[src/rtl/align_chk_pkg.sv]
package align_chk_pkg;

    localparam int SIZE_W    = 2;
    localparam int NUM_SIZES = 4;
    localparam int LOW_W     = NUM_SIZES - 1;
    localparam int CPL_W     = 2;
    localparam logic [CPL_W-1:0] USER_CPL = 2'd3;

    typedef enum logic [SIZE_W-1:0] {
        SZ_BYTE  = 2'b00,
        SZ_WORD  = 2'b01,
        SZ_DWORD = 2'b10,
        SZ_QWORD = 2'b11
    } acc_size_e;

    typedef struct packed {
        logic             valid;
        logic [CPL_W-1:0] cpl;
        logic             sys_implicit;
        acc_size_e        size;
    } ref_attr_t;

    // Low address bits that must be zero for an operand of the given size.
    function automatic logic [LOW_W-1:0] low_mask(input acc_size_e s);
        logic [LOW_W-1:0] m;
        case (s)
            SZ_BYTE:  m = 3'b000;
            SZ_WORD:  m = 3'b001;
            SZ_DWORD: m = 3'b011;
            default:  m = 3'b111;
        endcase
        return m;
    endfunction

endpackage

[src/rtl/align_enable_gate.sv]
module align_enable_gate
    import align_chk_pkg::*;
(
    input  ref_attr_t attr,
    input  logic      flag_ac,
    input  logic      ctl_amask,
    output logic      check_on
);
    logic both_enabled;
    logic user_level;

    always_comb begin
        both_enabled = flag_ac & ctl_amask;
        user_level   = (attr.cpl == USER_CPL) & ~attr.sys_implicit;
        check_on     = attr.valid & both_enabled & user_level;
    end
endmodule

[src/rtl/align_misalign_detect.sv]
module align_misalign_detect
    import align_chk_pkg::*;
#(
    parameter int ADDR_W = 32
) (
    input  logic [ADDR_W-1:0] addr,
    input  acc_size_e         size,
    output logic              misaligned
);
    logic [LOW_W-1:0]     low_bits;
    logic [NUM_SIZES-1:0] per_size;

    assign low_bits = addr[LOW_W-1:0];

    // One detector per size code; the active size picks its result.
    for (genvar g = 0; g < NUM_SIZES; g++) begin : g_size
        localparam logic [LOW_W-1:0] MASK = low_mask(acc_size_e'(g));
        assign per_size[g] = |(low_bits & MASK);
    end

    assign misaligned = per_size[size];

    logic unused_high;
    assign unused_high = ^addr[ADDR_W-1:LOW_W];
endmodule

[src/rtl/align_fault_reg.sv]
module align_fault_reg #(
    parameter int ADDR_W = 32
) (
    input  logic              clk,
    input  logic              rst,
    input  logic              hit,
    input  logic [ADDR_W-1:0] addr,
    output logic              fault_req,
    output logic [ADDR_W-1:0] fault_addr
);
    always_ff @(posedge clk) begin
        if (rst) begin
            fault_req  <= 1'b0;
            fault_addr <= '0;
        end else begin
            fault_req <= hit;
            if (hit) begin
                fault_addr <= addr;
            end
        end
    end
endmodule

[src/rtl/align_check_unit.sv]
module align_check_unit
    import align_chk_pkg::*;
#(
    parameter int ADDR_W = 32
) (
    input  logic              clk,
    input  logic              rst,
    input  logic              ref_valid,
    input  logic [ADDR_W-1:0] ref_addr,
    input  logic [1:0]        ref_size,
    input  logic [1:0]        ref_cpl,
    input  logic              ref_sys_implicit,
    input  logic              flag_ac,
    input  logic              ctl_amask,
    output logic              fault_req,
    output logic [ADDR_W-1:0] fault_addr
);
    ref_attr_t attr;
    logic      check_on;
    logic      misaligned;
    logic      hit;

    always_comb begin
        attr.valid        = ref_valid;
        attr.cpl          = ref_cpl;
        attr.sys_implicit = ref_sys_implicit;
        attr.size         = acc_size_e'(ref_size);
    end

    align_enable_gate u_gate (
        .attr      (attr),
        .flag_ac   (flag_ac),
        .ctl_amask (ctl_amask),
        .check_on  (check_on)
    );

    align_misalign_detect #(.ADDR_W(ADDR_W)) u_detect (
        .addr       (ref_addr),
        .size       (attr.size),
        .misaligned (misaligned)
    );

    assign hit = check_on & misaligned;

    align_fault_reg #(.ADDR_W(ADDR_W)) u_freg (
        .clk        (clk),
        .rst        (rst),
        .hit        (hit),
        .addr       (ref_addr),
        .fault_req  (fault_req),
        .fault_addr (fault_addr)
    );
endmodule

[config.mk]
export PLATFORM = sky130hd
export DESIGN_NAME = align_check_unit
export DESIGN_NICKNAME = d
export VERILOG_FILES = /design/src/rtl/align_chk_pkg.sv /design/src/rtl/align_enable_gate.sv /design/src/rtl/align_misalign_detect.sv /design/src/rtl/align_fault_reg.sv /design/src/rtl/align_check_unit.sv
export SDC_FILE = /design/constraint.sdc
export NUM_CORES = 1
export LEC_CHECK = 0
export ABC_AREA = 1
export BUFFER_PORTS_ARGS = -buffer_cell sky130_fd_sc_hd__buf_2
export CORE_MARGIN = 2
export CORE_UTILIZATION = 45
export DETAILED_ROUTE_END_ITERATION = 8
export PLACE_DENSITY = 0.79
export SLEW_MARGIN = 15
export SYNTH_ARGS = -nofsm -noshare
export SYNTH_HDL_FRONTEND = slang
export SYNTH_SLANG_ARGS = --single-unit
[constraint.sdc]
create_clock -name clk -period 1.4 [get_ports clk]
set_clock_uncertainty 0.2 [all_clocks]
set_input_delay 0.07 -clock clk [delete_from_list [all_inputs] [get_ports clk]]
set_output_delay 0.07 -clock clk [all_outputs]
set_load 0.02 [all_outputs]
; Yosys cells after proc, flatten, opt, wreduce, memory -nomap -nowiden
; Index checks and enable logic that the tools add are counted.
; Widths: inputs -> output; s select.
[totals]
register_bits = 33
input_bits = 42
output_inout_bits = 33
word_cells = 14
[classes]
n_lt_le_gt_ge = 1
n_eq_ne = 1
muxes = 2
bitwise_logic = 6
reduce_logical = 2
[ops]
columns = operator, n
row1 = $and 1x1->1, 5
row2 = $lt 2x3->1 const B, 1
row3 = $reduce_or 3->1, 1
row4 = $bmux 1 s2, 1
row5 = $eq 2x2->1 const B, 1
row6 = $reduce_or 2->1, 1
row7 = $mux 1, 1
row8 = $not 1->1, 1

; Logic depth before layout (Yosys ltp)
; Gate-level depths: netlist (run 1).
[logic_depth]
depth_word = 4
mapped_depth = 8
mapped_depth_nobuf = 7

; Modules after synthesis
; Synthesis (run 1) repeated with hierarchy kept, for this count alone.
[hier_totals]
hier_cells = 220
area_unflattened_um2 = 1407.6
[modules_own_cells]
columns = mod, n_inst, cells_each, area_each_um2, seq_area_each_um2
row1 = align_fault_reg, 1, 206, 1352.5, 660.6
row2 = align_misalign_detect, 1, 8, 30.0, 0.0
row3 = align_enable_gate, 1, 4, 17.5, 0.0
row4 = align_check_unit, 1, 2, 7.5, 0.0

; Worst setup path before layout (run 1)
; Ideal clock, no wire load.
[synth_path]
path_kind = input to register
from = in flag_ac
to = reg u_freg.fault_addr[13]
setup_ns = 0.114
arrival_time_ns = 0.701
t_required_ns = 1.086
setup_slack_ns = 0.385
cell_stages = 6
n_path_buf = 1
cell_sequence = nand3_1 -> nor2_2 -> buf_2 -> nand3_1 -> nand2_1 -> nor2_2
[synth_via]
elab_chain_len = 4
[synth_rtl]
columns = element, line
row1 = "start, declared", align_check_unit.sv:13  ; input logic flag_ac,
row2 = $and 1x1->1, align_enable_gate.sv:13  ; both_enabled = flag_ac & ctl_amask;
row3 = $and 1x1->1 (2 in series), align_enable_gate.sv:15  ; check_on = attr.valid & both_enabled & user_level;
row4 = $and 1x1->1, align_check_unit.sv:43  ; assign hit = check_on & misaligned;
row5 = "end signal, assigned", align_fault_reg.sv:18  ; fault_addr <= addr;
row6 = "end, declared", align_fault_reg.sv:9  ; output logic [ADDR_W-1:0] fault_addr
; No other way between the ends.
; A chain may end at the register's enable or synchronous reset.

; Final worst setup path (run 1)
[layout_path]
from = in rst
to = reg u_freg.fault_req
[layout_rtl]
columns = element, line
row1 = "start, declared", align_check_unit.sv:7  ; input logic rst,
row2 = "end signal, assigned", align_fault_reg.sv:16  ; fault_req <= hit;
row3 = "end, declared", align_fault_reg.sv:8  ; output logic fault_req,
; No word-level cell between the ends.

==> results of run 1 <==
flip-flops by register name, summed over array words and instances, names as in the netlist:
name	flops
u_freg.fault_addr	32
u_freg.fault_req	1
layout make-up:
cell class,count,share of cell area [%]
multi-input cells,142,26.7
well taps,44,2.42
inverters,37,6.11
clock buffers,7,2.42
repair buffers,114,33.3
flip-flops and latches,33,29.1
critical path, stage by stage:
cell and delay [ns]:
dlygate4sd3_1 0.53, buf_2 0.13, nor3_2 0.15, dlygate4sd3_1 0.55
metrics by stage:
stage               utilization, %  power (mW)  setup WS (ns)
global route                  73.2        1.84         0.0172
finish                        73.2        1.74         0.0315
floorplan                        -        1.09          0.385
detailed placement            60.3        1.16         0.0625
CTS                           73.1        1.75         0.0437
global placement              60.3        1.16          0.110
cells in the final DEF (no fill, tap or decap), drive strengths merged:
cell type    instances
clkbuf               7
dlygate4sd3         34
nor2                68
dfxtp               33
buf                 80
nor3                 1
nand2               39
nand3               34
inv                 37
power by group:
part | total, mW | internal, mW | leakage (nW) | switching (mW)
clock network | 0.528 | 0.237 | 0.0314 | 0.291
registers | 0.949 | 0.945 | 0.266 | 0.00352
logic | 0.266 | 0.141 | 0.949 | 0.125
total | 1.74 | 1.32 | 1.25 | 0.420
cell families (layout without fill, tap and decap cells):
| kind of cell | count (synthesis) | count (layout) | synth area share, % |
|---|---|---|---|
| DFF | 33 | 33 | 44.2 |
| buffers and inverters | 49 | 158 | 15.6 |
| and+or+nand+nor | 142 | 142 | 40.3 |
cells in the mapped netlist:
| cell type | count |
|---|---|
| buf_2 | 3 |
| nand3_1 | 34 |
| inv_2 | 1 |
| nor2_4 | 1 |
| dfxtp_1 | 33 |
| buf_1 | 3 |
| nand2_1 | 38 |
| inv_1 | 36 |
| nor3_1 | 1 |
| buf_6 | 6 |
| nor2_2 | 6 |
| nand2_2 | 1 |
| nor2_1 | 61 |
layer usage:
metal	up-vias	share of wire [%]	wire, um
met5	-	0	0
met1	752	39	1530
met3	5	7.2	281
met2	58	53	2040
met4	0	0.77	30
li1	878	-	-
repair_timing:
item | 4_1_cts | 5_1_grt
hold buffers | 34 | 0
setup buffers | 0 | 0
hold endpoints to repair | 33 | 0
endpoints found under the setup margin | 0 | 1
gates resized for setup | 0 | 1
how the worst max path moves through the flow:
stage	start	to	slack, ns	cells after the start
2_1_floorplan	flag_ac	u_freg.fault_addr[13]	0.38	6
3_3_place_gp	ref_addr[0]	u_freg.fault_addr[13]	0.11	8
3_5_place_dp	ref_addr[0]	u_freg.fault_addr[7]	0.06	8
4_1_cts	rst	u_freg.fault_req	0.04	4
5_1_grt	rst	u_freg.fault_req	0.02	4
6_report	rst	u_freg.fault_req	0.03	4
==> run metrics, run 1 <==
vias=1693; hold_ws=0.200 ns; residual DRC count=0; Leak=1.25 nW; Die ar.=3800 um2; Synth Register Bits=33; top cells by area, synth=dfxtp_1 (44%), nor2_1 (15%), nand3_1 (11%), nand2_1 (9.5%), inv_1 (9.0%); setup tns final=0 ns; first-pass GRT wire length=5960 um; htree depth=2; Worst-path clk slew=0.10 ns; DPL Wire Length=2380 um; drt total wl=3890 um; CTS tree=done; RePlAce Congestion=0.720; layout cells sized above 1=28.8%; 1st-iter DRT viols=59; MaxCap Viol Count=0; worst reg2reg path depth=2; number of fill cells in the layout=283; Worst Hold Launch=ref_sys_implicit; Cell variety after synth=13; Max FO, Critical Path=2; Layout area overhead=52.0%; reg-to-reg endpoint=u_freg.fault_addr[22]; synthesized area per cell=6.67 um2; Cell Rows=20; Min Clock Period, post-route=1.37 ns; Finished Cell Area=2270 um2; clock sink count=33; Die H=61.6 um; Die Wd=61.6 um; RSZ-0062 raised after global routing=false; DRT antenna net count=0; Starting Density=48.2%; largest net degree at the start of global routing=33; initial antenna violation count=0; vias in the first global route=1483; Core ar.=3100 um2; Syn. warnings=0; hold path cells=8; Synth top area share=44.2%; Max clock buf depth=2; Setup-failing EPs final=0; leading area contributor after synthesis=dfxtp_1; nets=375; FF-to-FF setup slack=0.57 ns; Inst Count DP=336; HP Class=input pin to register; Slew HR=66.2%; Post-Syn Area=1500 um2; share of the yosys chip area belonging to registers=44.2%; worst hold endpoint=u_freg.fault_addr[3]; Startpoint Class=input pin; met3 global-route usage=5.67%; Avg WL per Cell=10.3 um; syn nets=266; via/cell ratio=4.49; Pins Over Slew Limit=0; Worst-Margin Slew=0.506 ns; Reg2Reg Launch Point=u_freg.fault_addr[22]; crit path capture type=register; global route overflow=0; Post-Synthesis Cells=224; clk_lat worst skew=0.31 ns; final hold vios=0; # diodes=0; Worst VDD drop=0.000454 V; crit path DAT=1.43 ns; Critical Path RT=1.46 ns; PD cells=767 nW/um2; Sequential cell area=661 um2; DRT Pass-1 Iters=4; PortBufs=74; Root Buffer=clkbuf_4; class of the most critical setup path=input pin to register; Fmax=731 MHz; placed cell areas=1870 um2; status=finished clean; Multi-input gate area=607 um2; grt peak-use layer=met2; grt met2 use=41.5%; GRT Total Usage=21.2%; met1 Use GR=21.5%; final std cells w/o fill=377; Final period util=97.7%; I/O pins=75; Num CTS Buffers=5
Power figures use the tool's default switching activity.
==> run 2, diff against run 1 <==
SETUP_SLACK_MARGIN = 0.5   (was default)
==> run 2 against run 1 <==
Effect of this change:
- the run now ends with hold timing left
- sequential share of layout area is 5.1 points lower
- largest cell class unchanged
- non-clock buffer count stayed put
- critical path type is now register to output port
- clock power is 71% higher
- critical path depth is 3 lower
- via count is 16% higher
- worst hold slack worse by 0.37 ns
- utilization is 21 points higher
- routed wire length is 65% higher
==> run metrics, run 2 (synthesis gave the netlist of run 1 again) <==
status=finished, violations left (was finished clean); violated checks=hold timing; Critical Path RT=1.13 ns (was 1.46 ns); Pins Over Slew Limit=0 (unchanged); Leak=1.56 nW (was 1.25 nW); Top reg by flops=u_freg.fault_addr (unchanged); vias=1956 (was 1693); crit path DAT=0.84 ns (was 1.43 ns); Setup-failing EPs final=0 (unchanged); DPL Wire Length=2330 um (was 2380 um); Util after Layout=94.2% (was 73.2%); 1st-iter DRT viols=188 (was 59); PD cells=762 nW/um2 (was 767 nW/um2); global route overflow=0 (unchanged); PortBufs=74 (unchanged); htree depth=2 (unchanged); CP Buf/Inv Count=1 (was 3); most frequent cells in the layout=nor2_1 (54), buf_6 (39), buf_2 (35) (was buf_2 (74), nor2_1 (61), nand2_1 (38)); initial antenna violation count=0 (unchanged); Power, Total=2.23 mW (was 1.74 mW); crit path max-delay cell type=dfxtp_2 (was dlygate4sd3_1); DRT Pass-1 Iters=5 (was 4); Die H=61.6 um (unchanged); setup tns final=0 ns (unchanged); placed cell areas=1990 um2 (was 1870 um2); clk_lat worst skew=0.34 ns (was 0.31 ns); Worst-Margin Slew=0.297 ns (was 0.506 ns); Worst VDD drop=0.000773 V (was 0.000454 V); Layout area overhead=95.5% (was 52.0%); Finished Cell Area=2920 um2 (was 2270 um2); hold_ws=-0.174 ns (was 0.200 ns); Slew HR=80.1% (was 66.2%); # diodes=0 (unchanged); DRT antenna net count=0 (unchanged); drt total wl=6420 um (was 3890 um); Fmax=902 MHz (was 731 MHz); Top Registers=u_freg.fault_addr: 32 flops, u_freg.fault_req: 1 flops (unchanged); Final period util=79.2% (was 97.7%); Num CTS Buffers=5 (unchanged); vias in the first global route=1649 (was 1483); first-pass GRT wire length=6850 um (was 5960 um); layout cells sized above 1=56.9% (was 28.8%); Max clock buf depth=2 (unchanged); crit path capture type=output port (was register); MaxCap Viol Count=0 (unchanged); Cell Rows=20 (unchanged); RePlAce Congestion=0.764 (was 0.720); HP Class=input pin to register (unchanged); Avg WL per Cell=17.0 um (was 10.3 um); Max FO, Critical Path=2 (unchanged); Starting Density=48.2% (unchanged); nets=375 (unchanged); I/O pins=75 (unchanged); final hold vios=18 (was 0); clock sink count=33 (unchanged); delay-heaviest family, CP=flip-flops (was buffers and inverters); Core ar.=3100 um2 (unchanged); Root Buffer=clkbuf_4 (unchanged); Min Clock Period, post-route=1.11 ns (was 1.37 ns); Worst-path clk slew=0.12 ns (was 0.10 ns); class of the most critical setup path=register to output port (was input pin to register); Die Wd=61.6 um (unchanged); RSZ-0062 raised after global routing=true (was false); GRT Total Usage=25.0% (was 21.2%); max reg flops=32 (unchanged); largest net degree at the start of global routing=33 (unchanged); residual DRC count=0 (unchanged); Die ar.=3800 um2 (unchanged); leading cell type in the layout, fill and taps excluded=nor2_1 (was buf_2); via/cell ratio=5.17 (was 4.49); Worst path max stage delay=0.37 ns (was 0.55 ns); Startpoint Class=register (was input pin); CTS tree=done (unchanged); worst-path cell chain=buf_6 (was dlygate4sd3_1 -> buf_2 -> nor3_2 -> dlygate4sd3_1)
[run 2: cell types whose count changed in the layout (fill, tap and decap cells not counted), sizes merged]
cell,delta
buf,+5
bufinv,+2
clkbuf,+2
clkinv,+1
dlygate4sd3,-29
dlymetal6s4s,+20
[run 2: repair_timing]
action                     4_1_cts  5_1_grt
cloned                           0        5
buffers inserted                 3        2
hold buffers                    24        1
hold endpoints to repair        33        9
pin swaps                        0       16
resized for setup               99       66
setup endpoints to repair       33       63
[run 2: where the power goes]
group	switching [mW]	internal (mW)	leakage [nW]	total, mW
combinational	0.183	0.190	1.22	0.372
sequential	0.00605	0.946	0.283	0.952
clock	0.349	0.553	0.0552	0.901
[run 2: through the flow]
step / setup slack (ns) / cells
final: 0.291 / 378
after global routing: 0.279 / 378
after global placement: 0.245 / 335
after detailed placement: 0.210 / 335
after CTS: 0.295 / 370
after floorplan: 0.426 / 224
[run 2: cell type report]
| cell class | instances | area (um2) |
|---|---|---|
| clock buffers | 5 | 37.5 |
| clock inverters | 3 | 65.1 |
| fillers | 93 | 180 |
| inverters | 37 | 139 |
| multi-input cells | 142 | 782 |
| flip-flops and latches | 33 | 702 |
| well taps | 44 | 55.1 |
| repair buffers | 114 | 1140 |
[run 2: worst paths after layout]
kind | startpoint | end | slack, ns | cells after the start
worst min-delay path | ref_addr[2] | u_freg.fault_addr[2] | -0.17 | 5
worst max register to register | u_freg.fault_addr[5] | u_freg.fault_addr[5] | 0.43 | 2
worst min register to register | u_freg.fault_addr[10] | u_freg.fault_addr[10] | 0.28 | 2
worst max-delay path | u_freg.fault_addr[2] | fault_addr[2] | 0.29 | 1
[run 2: per-layer routing]
| metal | vias to the layer above | part of all wire (%) | track usage [%] |
|---|---|---|---|
| met2 | 149 | 51 | 49.2 |
| li1 | 887 | - | - |
| met1 | 883 | 35 | 24.1 |
| met5 | - | 0 | 0 |
| met3 | 37 | 8.9 | 7.98 |
| met4 | 0 | 4.8 | 7.90 |
